<file path="config.mk">
export PLATFORM = sky130hd
export DESIGN_NAME = cart_bank_mapper
export DESIGN_NICKNAME = d
export VERILOG_FILES = /design/src/rtl/cbm_pkg.sv /design/src/rtl/cbm_wr_decode.sv /design/src/rtl/cbm_bank_regs.sv /design/src/rtl/cbm_xlate.sv /design/src/rtl/cart_bank_mapper.sv
export SDC_FILE = /design/constraint.sdc
export NUM_CORES = 1
export LEC_CHECK = 0
export ABC_AREA = 1
export BUFFER_PORTS_ARGS = -buffer_cell sky130_fd_sc_hd__buf_2
export CAP_MARGIN = 20
export CORE_UTILIZATION = 48
export CTS_BUF_LIST = sky130_fd_sc_hd__clkbuf_8 sky130_fd_sc_hd__clkbuf_16
export DETAILED_ROUTE_END_ITERATION = 8
export GPL_TIMING_DRIVEN = 1
export HOLD_SLACK_MARGIN = 0.1
export PLACE_DENSITY_LB_ADDON = 0.2
export RECOVER_POWER = 100
export SETUP_SLACK_MARGIN = 0.15
export SLEW_MARGIN = 10
export SYNTH_ARGS = -nofsm -noshare
export SYNTH_HDL_FRONTEND = slang
export SYNTH_SLANG_ARGS = --single-unit
export TNS_END_PERCENT = 5
</file>
<file path="constraint.sdc">
create_clock -name clk_i -period 1 [get_ports clk_i]
set_input_delay 0.2 -clock clk_i [delete_from_list [all_inputs] [get_ports clk_i]]
set_output_delay 0.2 -clock clk_i [all_outputs]
set_load 0.1 [all_outputs]
</file>
<file path="src/rtl/cbm_pkg.sv">
package cbm_pkg;
  localparam int CART_AW = 22;  // 4 MB cartridge space
  localparam int TAG_LSB = 8;   // register window is 256 bytes
endpackage

</file>
<file path="src/rtl/cbm_wr_decode.sv">
module cbm_wr_decode #(
  parameter int AW     = 24,
  parameter int DW     = 16,
  parameter int BANK_W = 8,
  parameter int IDX_W  = 3,
  parameter logic [AW-cbm_pkg::TAG_LSB-1:0] REG_TAG = 'hA130
) (
  input  logic              wr_en_i,
  input  logic              wr_word_i,
  input  logic [AW-1:0]     wr_addr_i,
  input  logic [DW-1:0]     wr_data_i,
  output logic              ld_o,
  output logic [IDX_W-1:0]  idx_o,
  output logic [BANK_W-1:0] val_o
);
  import cbm_pkg::*;

  logic hit;
  assign hit   = wr_addr_i[AW-1:TAG_LSB] == REG_TAG;
  // byte lanes: only odd byte reaches the 8-bit registers
  assign ld_o  = wr_en_i & hit & (wr_word_i | wr_addr_i[0]);
  assign idx_o = wr_addr_i[IDX_W:1];
  assign val_o = wr_data_i[BANK_W-1:0];

  logic unused_bits;
  assign unused_bits = ^{wr_addr_i[TAG_LSB-1:IDX_W+1], wr_data_i[DW-1:BANK_W]};
endmodule

</file>
<file path="src/rtl/cbm_bank_regs.sv">
module cbm_bank_regs #(
  parameter int NREG      = 8,
  parameter int BANK_W    = 8,
  parameter int SAVE_WIN0 = 4,
  localparam int IDX_W    = $clog2(NREG)
) (
  input  logic                         clk_i,
  input  logic                         rst_ni,
  input  logic                         ld_i,
  input  logic [IDX_W-1:0]             idx_i,
  input  logic [BANK_W-1:0]            val_i,
  output logic [NREG-1:0][BANK_W-1:0]  bank_o,
  output logic [NREG-1:0]              rom_on_o,
  output logic [BANK_W-1:0]            ctl_o
);
  logic ld_ctl;
  assign ld_ctl = ld_i && (idx_i == '0);

  always_ff @(posedge clk_i or negedge rst_ni) begin
    if (!rst_ni)     ctl_o <= '0;
    else if (ld_ctl) ctl_o <= val_i;
  end

  assign bank_o[0]   = '0;  // window 0 pinned to bank 0
  assign rom_on_o[0] = 1'b1;

  for (genvar n = 1; n < NREG; n++) begin : g_win
    logic ld_n;
    assign ld_n = ld_i && (idx_i == IDX_W'(n));

    always_ff @(posedge clk_i or negedge rst_ni) begin
      if (!rst_ni)   bank_o[n] <= BANK_W'(n);
      else if (ld_n) bank_o[n] <= val_i;
    end

    if (n >= SAVE_WIN0) begin : g_save
      // per-window ROM enable: cleared together by ctl bit 0, restored singly
      always_ff @(posedge clk_i or negedge rst_ni) begin
        if (!rst_ni)     rom_on_o[n] <= 1'b1;
        else if (ld_n)   rom_on_o[n] <= 1'b1;
        else if (ld_ctl) rom_on_o[n] <= ~val_i[0];
      end
    end else begin : g_fixed
      assign rom_on_o[n] = 1'b1;
    end
  end
endmodule

</file>
<file path="src/rtl/cbm_xlate.sv">
module cbm_xlate #(
  parameter int AW        = 24,
  parameter int NREG      = 8,
  parameter int BANK_W    = 8,
  parameter int SAVE_WIN0 = 4,
  localparam int WIN_W    = cbm_pkg::CART_AW - $clog2(NREG),
  localparam int PW       = BANK_W + WIN_W
) (
  input  logic [AW-1:0]                cpu_addr_i,
  input  logic [NREG-1:0][BANK_W-1:0]  bank_i,
  input  logic [NREG-1:0]              rom_on_i,
  input  logic [BANK_W-1:0]            ctl_i,
  output logic [PW-1:0]                rom_addr_o,
  output logic                         sram_sel_o,
  output logic                         sram_wr_ok_o
);
  import cbm_pkg::*;
  localparam int IDX_W = $clog2(NREG);

  logic [IDX_W-1:0] win;
  logic             in_cart, upper;

  assign win        = cpu_addr_i[CART_AW-1:WIN_W];
  assign in_cart    = cpu_addr_i[AW-1:CART_AW] == '0;
  assign upper      = win >= IDX_W'(SAVE_WIN0);
  assign rom_addr_o = {bank_i[win], cpu_addr_i[WIN_W-1:0]};
  assign sram_sel_o = in_cart & upper & ~rom_on_i[win];
  assign sram_wr_ok_o = ctl_i[1:0] == 2'b01;

  logic unused_ctl;
  assign unused_ctl = ^ctl_i[BANK_W-1:2];
endmodule

</file>
<file path="src/rtl/cart_bank_mapper.sv">
module cart_bank_mapper #(
  parameter int AW        = 24,
  parameter int DW        = 16,
  parameter int NREG      = 8,
  parameter int BANK_W    = 8,
  parameter int SAVE_WIN0 = 4,
  localparam int IDX_W    = $clog2(NREG),
  localparam int PW       = BANK_W + cbm_pkg::CART_AW - IDX_W
) (
  input  logic          clk_i,
  input  logic          rst_ni,
  input  logic          wr_en_i,
  input  logic          wr_word_i,
  input  logic [AW-1:0] wr_addr_i,
  input  logic [DW-1:0] wr_data_i,
  input  logic [AW-1:0] cpu_addr_i,
  output logic [PW-1:0] rom_addr_o,
  output logic          sram_sel_o,
  output logic          sram_wr_ok_o
);
  logic                        ld;
  logic [IDX_W-1:0]            idx;
  logic [BANK_W-1:0]           val;
  logic [NREG-1:0][BANK_W-1:0] bank;
  logic [NREG-1:0]             rom_on;
  logic [BANK_W-1:0]           ctl;

  cbm_wr_decode #(.AW(AW), .DW(DW), .BANK_W(BANK_W), .IDX_W(IDX_W)) u_dec (
    .wr_en_i(wr_en_i), .wr_word_i(wr_word_i), .wr_addr_i(wr_addr_i),
    .wr_data_i(wr_data_i), .ld_o(ld), .idx_o(idx), .val_o(val)
  );

  cbm_bank_regs #(.NREG(NREG), .BANK_W(BANK_W), .SAVE_WIN0(SAVE_WIN0)) u_regs (
    .clk_i(clk_i), .rst_ni(rst_ni), .ld_i(ld), .idx_i(idx), .val_i(val),
    .bank_o(bank), .rom_on_o(rom_on), .ctl_o(ctl)
  );

  cbm_xlate #(.AW(AW), .NREG(NREG), .BANK_W(BANK_W), .SAVE_WIN0(SAVE_WIN0)) u_xl (
    .cpu_addr_i(cpu_addr_i), .bank_i(bank), .rom_on_i(rom_on), .ctl_i(ctl),
    .rom_addr_o(rom_addr_o), .sram_sel_o(sram_sel_o), .sram_wr_ok_o(sram_wr_ok_o)
  );
endmodule

</file>
After elaboration in Yosys (flattened, before gate mapping) --
Cells that the tools add are included.
Cells by class: equality and inequality tests 9, reduce and logical (&&, ||, !) cells 14, mux-type cells 9, order comparisons 2, bitwise gates (word level) 7
Operators with widths (number):
- 8-bit binary-select mux with 3-bit select | 1
- 16-bit == test, second input constant | 1
- 3-bit == test, second input constant | 4
- 1-bit logical AND | 8
- 8-bit two-way mux | 1
- 2-bit nonzero test | 4
- 3-bit by 2-bit == test with 1-bit output, second input constant | 2
- 1-bit two-way mux | 6
- 1-bit bitwise AND | 4
- 3-bit by 4-bit less-than comparator with 1-bit output, second input constant | 1
- 1-bit binary-select mux with 3-bit select | 1
- 3-bit by 1-bit == test with 1-bit output, second input constant | 1
- 3-bit >= comparator, second input constant | 1
- 3-bit zero test | 1
- 2-bit by 1-bit == test with 1-bit output, second input constant | 1
- 2-bit zero test | 1
- 1-bit inverter | 2
- 1-bit bitwise OR | 1
Storage, ports and cells: register bits 62, output and inout port bits 29, logic and storage cells 53

Longest topological paths before layout --
word-level depth 6, gate-level depth with buffers 9, mapped depth without buffers 8

Hierarchy --
Synthesis repeated with hierarchy kept, for this count alone.
Unflattened totals: cell total of the unflattened synthesis 536, area total of the unflattened synthesis 3995.1 um^2
By module, submodules not included:
- cbm_bank_regs | area an instance 2730.1 um^2, times used 1, cells each 261
- cbm_xlate | area an instance 1092.3 um^2, times used 1, cells each 243
- cbm_wr_decode | area an instance 172.7 um^2, times used 1, cells each 32

Worst setup path after synthesis --
No wires, ideal clock.
path kind input-to-output, start in cpu_addr_i[19], end out sram_sel_o, stages on the path 5, buffers on the path 2, data required time 0.800 ns, setup slack -1.973 ns, arrival 2.773 ns, path through buf_2 buf_2 o21ai_0 a21oi_1 nor3_1
On the way: longest elaborated chain between the ends 4, elaborated cells between the ends (all ways) 6
RTL lines:
- start: declaration | line cart_bank_mapper.sv:16 | input logic [AW-1:0] cpu_addr_i,
- 1-bit binary-select mux with 3-bit select | line cbm_xlate.sv:27 | assign sram_sel_o = in_cart & upper & ~rom_on_i[win];
- 1-bit two-way mux (implied by the code) | line cbm_xlate.sv:27
- 1-bit inverter | line cbm_xlate.sv:27
- 1-bit bitwise AND * | line cbm_xlate.sv:27
- end: declaration | line cart_bank_mapper.sv:18 | output logic sram_sel_o,
Every way passes the cells marked *; elsewhere a longest branch is shown, timed or not. The select of a mux whose other input is x is not followed.

Final worst setup path --
start reg u_regs.bank_o[50] (netlist name), end out rom_addr_o[21]
On the way: longest elaborated chain between the ends 2
RTL lines:
- start: declaration | line cbm_bank_regs.sv:12 | output logic [NREG-1:0][BANK_W-1:0] bank_o,
- start signal: indexed assignment | line cbm_bank_regs.sv:32 | if (!rst_ni) bank_o[n] <= BANK_W'(n);
- start signal: indexed assignment | line cbm_bank_regs.sv:33 | else if (ld_n) bank_o[n] <= val_i;
- 8-bit binary-select mux with 3-bit select | line cbm_xlate.sv:26 | assign rom_addr_o = {bank_i[win], cpu_addr_i[WIN_W-1:0]};
- 8-bit two-way mux (implied by the code) | line cbm_xlate.sv:26
- end: declaration | line cart_bank_mapper.sv:17 | output logic [PW-1:0] rom_addr_o,
Every way passes these cells. The select of a mux whose other input is x is not followed.

==> impl_metrics.env <==
export IMPL_grt_overflow=0
export IMPL_cts_tree="yes"
export IMPL_end_kind="primary output"
export IMPL_setup_tns_ns=-6.670
export IMPL_synth_edff_count=0
export IMPL_crit_type="reg -> out"
export IMPL_first_pass_iters=5
export IMPL_htreeDepth=3
export IMPL_path_delay_family="flip-flops"
export IMPL_fin_worst_skew_ns=0
export IMPL_finalHoldViolCount=0
export IMPL_hold_slack_ns=0.1521
export IMPL_p_leak_nw=2.289
export IMPL_combPwrFrac_pct=19.0
export IMPL_grt_use_met1_pct=39.81
export IMPL_grt_util_met3_pct=5.561
export IMPL_failed_checks="negative setup slack"
export IMPL_p_int_mw=3.825
export IMPL_avgRoutedWirePerCell_um=15.49
export IMPL_drcViolationCount=0
export IMPL_ff2ff_setup_slack_ns=0.09
export IMPL_clk_pin_slew_worst_paths_ns=0.08
export IMPL_yosys_warnings=0
export IMPL_antenna_left=0
export IMPL_timing_final_ws_setup_ns=-0.7767
export IMPL_crit_path_start_kind="flop"
export IMPL_nets=584
export IMPL_path_cells="o21ai_1 > o22ai_1 > nor2_2 > a21oi_4 > buf_12"
export IMPL_place_inst=603
export IMPL_grt_first_pass_wirelength_um=15930
export IMPL_worst_path_buf_inv=1
export IMPL_totalWireLength_um=9601
export IMPL_maxSlewHeadroom_pct=62.06
export IMPL_pre_cts_ws_ns=-0.6227
export IMPL_dieArea_um2=7759
export IMPL_avgViaCountPerCell=5.455
export IMPL_drive_gt1_share_pct=33.59
export IMPL_rsz0062_at_grt="yes"
export IMPL_drv_slew=0
export IMPL_core_area_um2=7214
export IMPL_worstPathRequired_ns=0.80
export IMPL_seq_area_frac_synth_pct=44.18
export IMPL_fmax_mhz=562.8
export IMPL_worst_path_max_delay_cell="dfstp_2"
export IMPL_ys_ff_latch=62
export IMPL_switching_share_pct=31.98
export IMPL_start_util_pct=49.31
export IMPL_grt_total_usage_pct=27.27
export IMPL_place_congestion=0.8366
export IMPL_synth_nets=521
export IMPL_stdcell_count=620
export IMPL_maxCapViolations=0
export IMPL_p_seq_share_pct=44.6
export IMPL_synthCells=453
export IMPL_p_sw_mw=1.798
export IMPL_postCtsSetupBuffers=0
export IMPL_setup_viol=26
export IMPL_netlist_area_um2=3557
export IMPL_path_max_fanout=2
export IMPL_diodes=0
export IMPL_async_flop_share_pct=100.0
export IMPL_syn_area_per_cell_um2=7.852
export IMPL_max_stage_delay_ns=0.56
export IMPL_num_rows=31
export IMPL_clock_sinks=62
export IMPL_cts_buffers=9
export IMPL_grt_busiest_layer="met2"
export IMPL_antenna_found_initial=0
export IMPL_first_global_vias=3160
export IMPL_final_cell_area_um2=4649
export IMPL_vias=3382
export IMPL_irDropWorstVdd_v=0.0007471
export IMPL_powerDensity_nw_per_um2=1209
export IMPL_use_met2_pct=41.01
export IMPL_die_w_um=88.09
export IMPL_status="finished with violations"
export IMPL_cts_buffer_depth=2
export IMPL_cts_root_buf="clkbuf_8"
export IMPL_die_h_um=88.09
export IMPL_grt_max_degree=63
export IMPL_cp_arrival_ns=1.58
export IMPL_dp_hpwl_um=6827
export IMPL_hold_class="in -> reg"
export IMPL_tightest_slew_ns=0.5691
export IMPL_pwr_share_clk_pct=36.4
export IMPL_fin_crit_ns=1.777
export IMPL_portBuffers=46
export IMPL_netlist_cell_type_count=24
export IMPL_clock_latency_ns=0.35
export IMPL_post_route_period_util_pct=177.7
export IMPL_synth_ff_type="dfrtp_1"
export IMPL_area_growth_pct=30.71
export IMPL_first_iter_violations=312
export IMPL_placed_cell_area_um2=4394
export IMPL_io_pins=97
path summary, 6_finish.rpt:
check | startpoint | cells past startpoint | endpoint
max reg2reg | u_regs.rom_on_o[7]$_DFFE_PN1P_ | 5 | u_regs.rom_on_o[7]$_DFFE_PN1P_
min | wr_data_i[2] | 3 | u_regs.bank_o[34]$_DFFE_PN1P_
min reg2reg | u_regs.bank_o[24]$_DFFE_PN1P_ | 2 | u_regs.bank_o[24]$_DFFE_PN1P_
max | u_regs.bank_o[50]$_DFFE_PN1P_ | 5 | rom_addr_o[21]
max in group asynchronous | rst_ni | 3 | u_regs.bank_o[25]$_DFFE_PN1P_
min in group asynchronous | rst_ni | 3 | u_regs.ctl_o[1]$_DFFE_PN0P_
worst min-delay path, delay by kind of cell:
family / cells / cell delay (ns)
buffers and inverters: 1 / 0.16
AND/OR/NAND/NOR: 2 / 0.16
layout by cell type, fill, tap and decap left out, drive strengths merged, types with 4 or more instances in the layout:
| cell type | count |
|---|---|
| a21oi | 18 |
| buf | 96 |
| clkbuf | 9 |
| clkinv | 4 |
| clkinvlp | 6 |
| dfrtp | 46 |
| dfstp | 16 |
| inv | 22 |
| nand2 | 140 |
| nand3 | 13 |
| nand4 | 58 |
| nor2 | 57 |
| o21ai | 26 |
| o22ai | 8 |
state kept, by name (all words and copies together) (netlist names):
signal,flops
u_regs.rom_on_o,4
u_regs.bank_o,56
u_regs.ctl_o,2
synth_stat cells, types with 8 or more instances:
cell	instances	area [um2]
nand2_1	140	525.5
nand4_1	57	356.6
nor2_1	52	195.2
dfrtp_1	46	1151
o21ai_0	26	130.1
inv_1	21	78.83
buf_4	20	150.1
a21oi_1	18	90.09
dfstp_2	16	420.4
buf_2	11	55.05
o22ai_1	8	50.05
kinds of logic (layout without fill, tap and decap cells):
kind of cell / Yosys count / in the layout / share of synthesized area, %
DFF: 62 / 62 / 44.18
buffers and inverters: 70 / 138 / 11.71
and+or+nand+nor: 269 / 269 / 36.51
AOI/OAI and AO/OA: 52 / 52 / 7.598
metal layers:
layer	vias to the layer above	part of all wire, %	wire [um]
li1	1629	-	-
met2	124	46	4434
met3	20	6.6	631
met4	0	1.0	97
met5	-	0	0
met1	1609	46	4438
power groups by stage:
stage | Clock, mW | Sequential [mW] | Combinational [mW]
3_5_place_dp | 0 | 2.56 | 1.03
3_3_place_gp | 0 | 2.56 | 1.02
2_1_floorplan | 0 | 2.56 | 0.907
5_1_grt | 2.17 | 2.51 | 1.14
6_report | 2.04 | 2.51 | 1.07
4_1_cts | 2.08 | 2.51 | 1.06
through the flow:
step | power [mW] | util (%)
final | 5.623 | 64.45
after global routing | 5.819 | 64.45
after CTS | 5.654 | 64.31
after detailed placement | 3.589 | 60.91
after global placement | 3.577 | 60.91
after floorplan | 3.463 | -
layout make-up:
cell class / count / area, um2
Clock inverter: 7 / 56.30
Clock buffer: 9 / 123.9
Tap cell: 99 / 123.9
Sequential cell: 62 / 1572
Multi-Input combinational cell: 321 / 1722
Timing Repair Buffer: 97 / 950.9
Inverter: 25 / 101.3
Fill cell: 661 / 2565
repair_timing:
item / in CTS / in global routing
pin swaps: 24 / 13
gates resized for setup: 20 / 9
hold buffers: 1 / 0
hold endpoints to repair: 46 / 0
endpoints found under the setup margin: 71 / 72
Note: power is estimated with default switching activity, not from simulation.
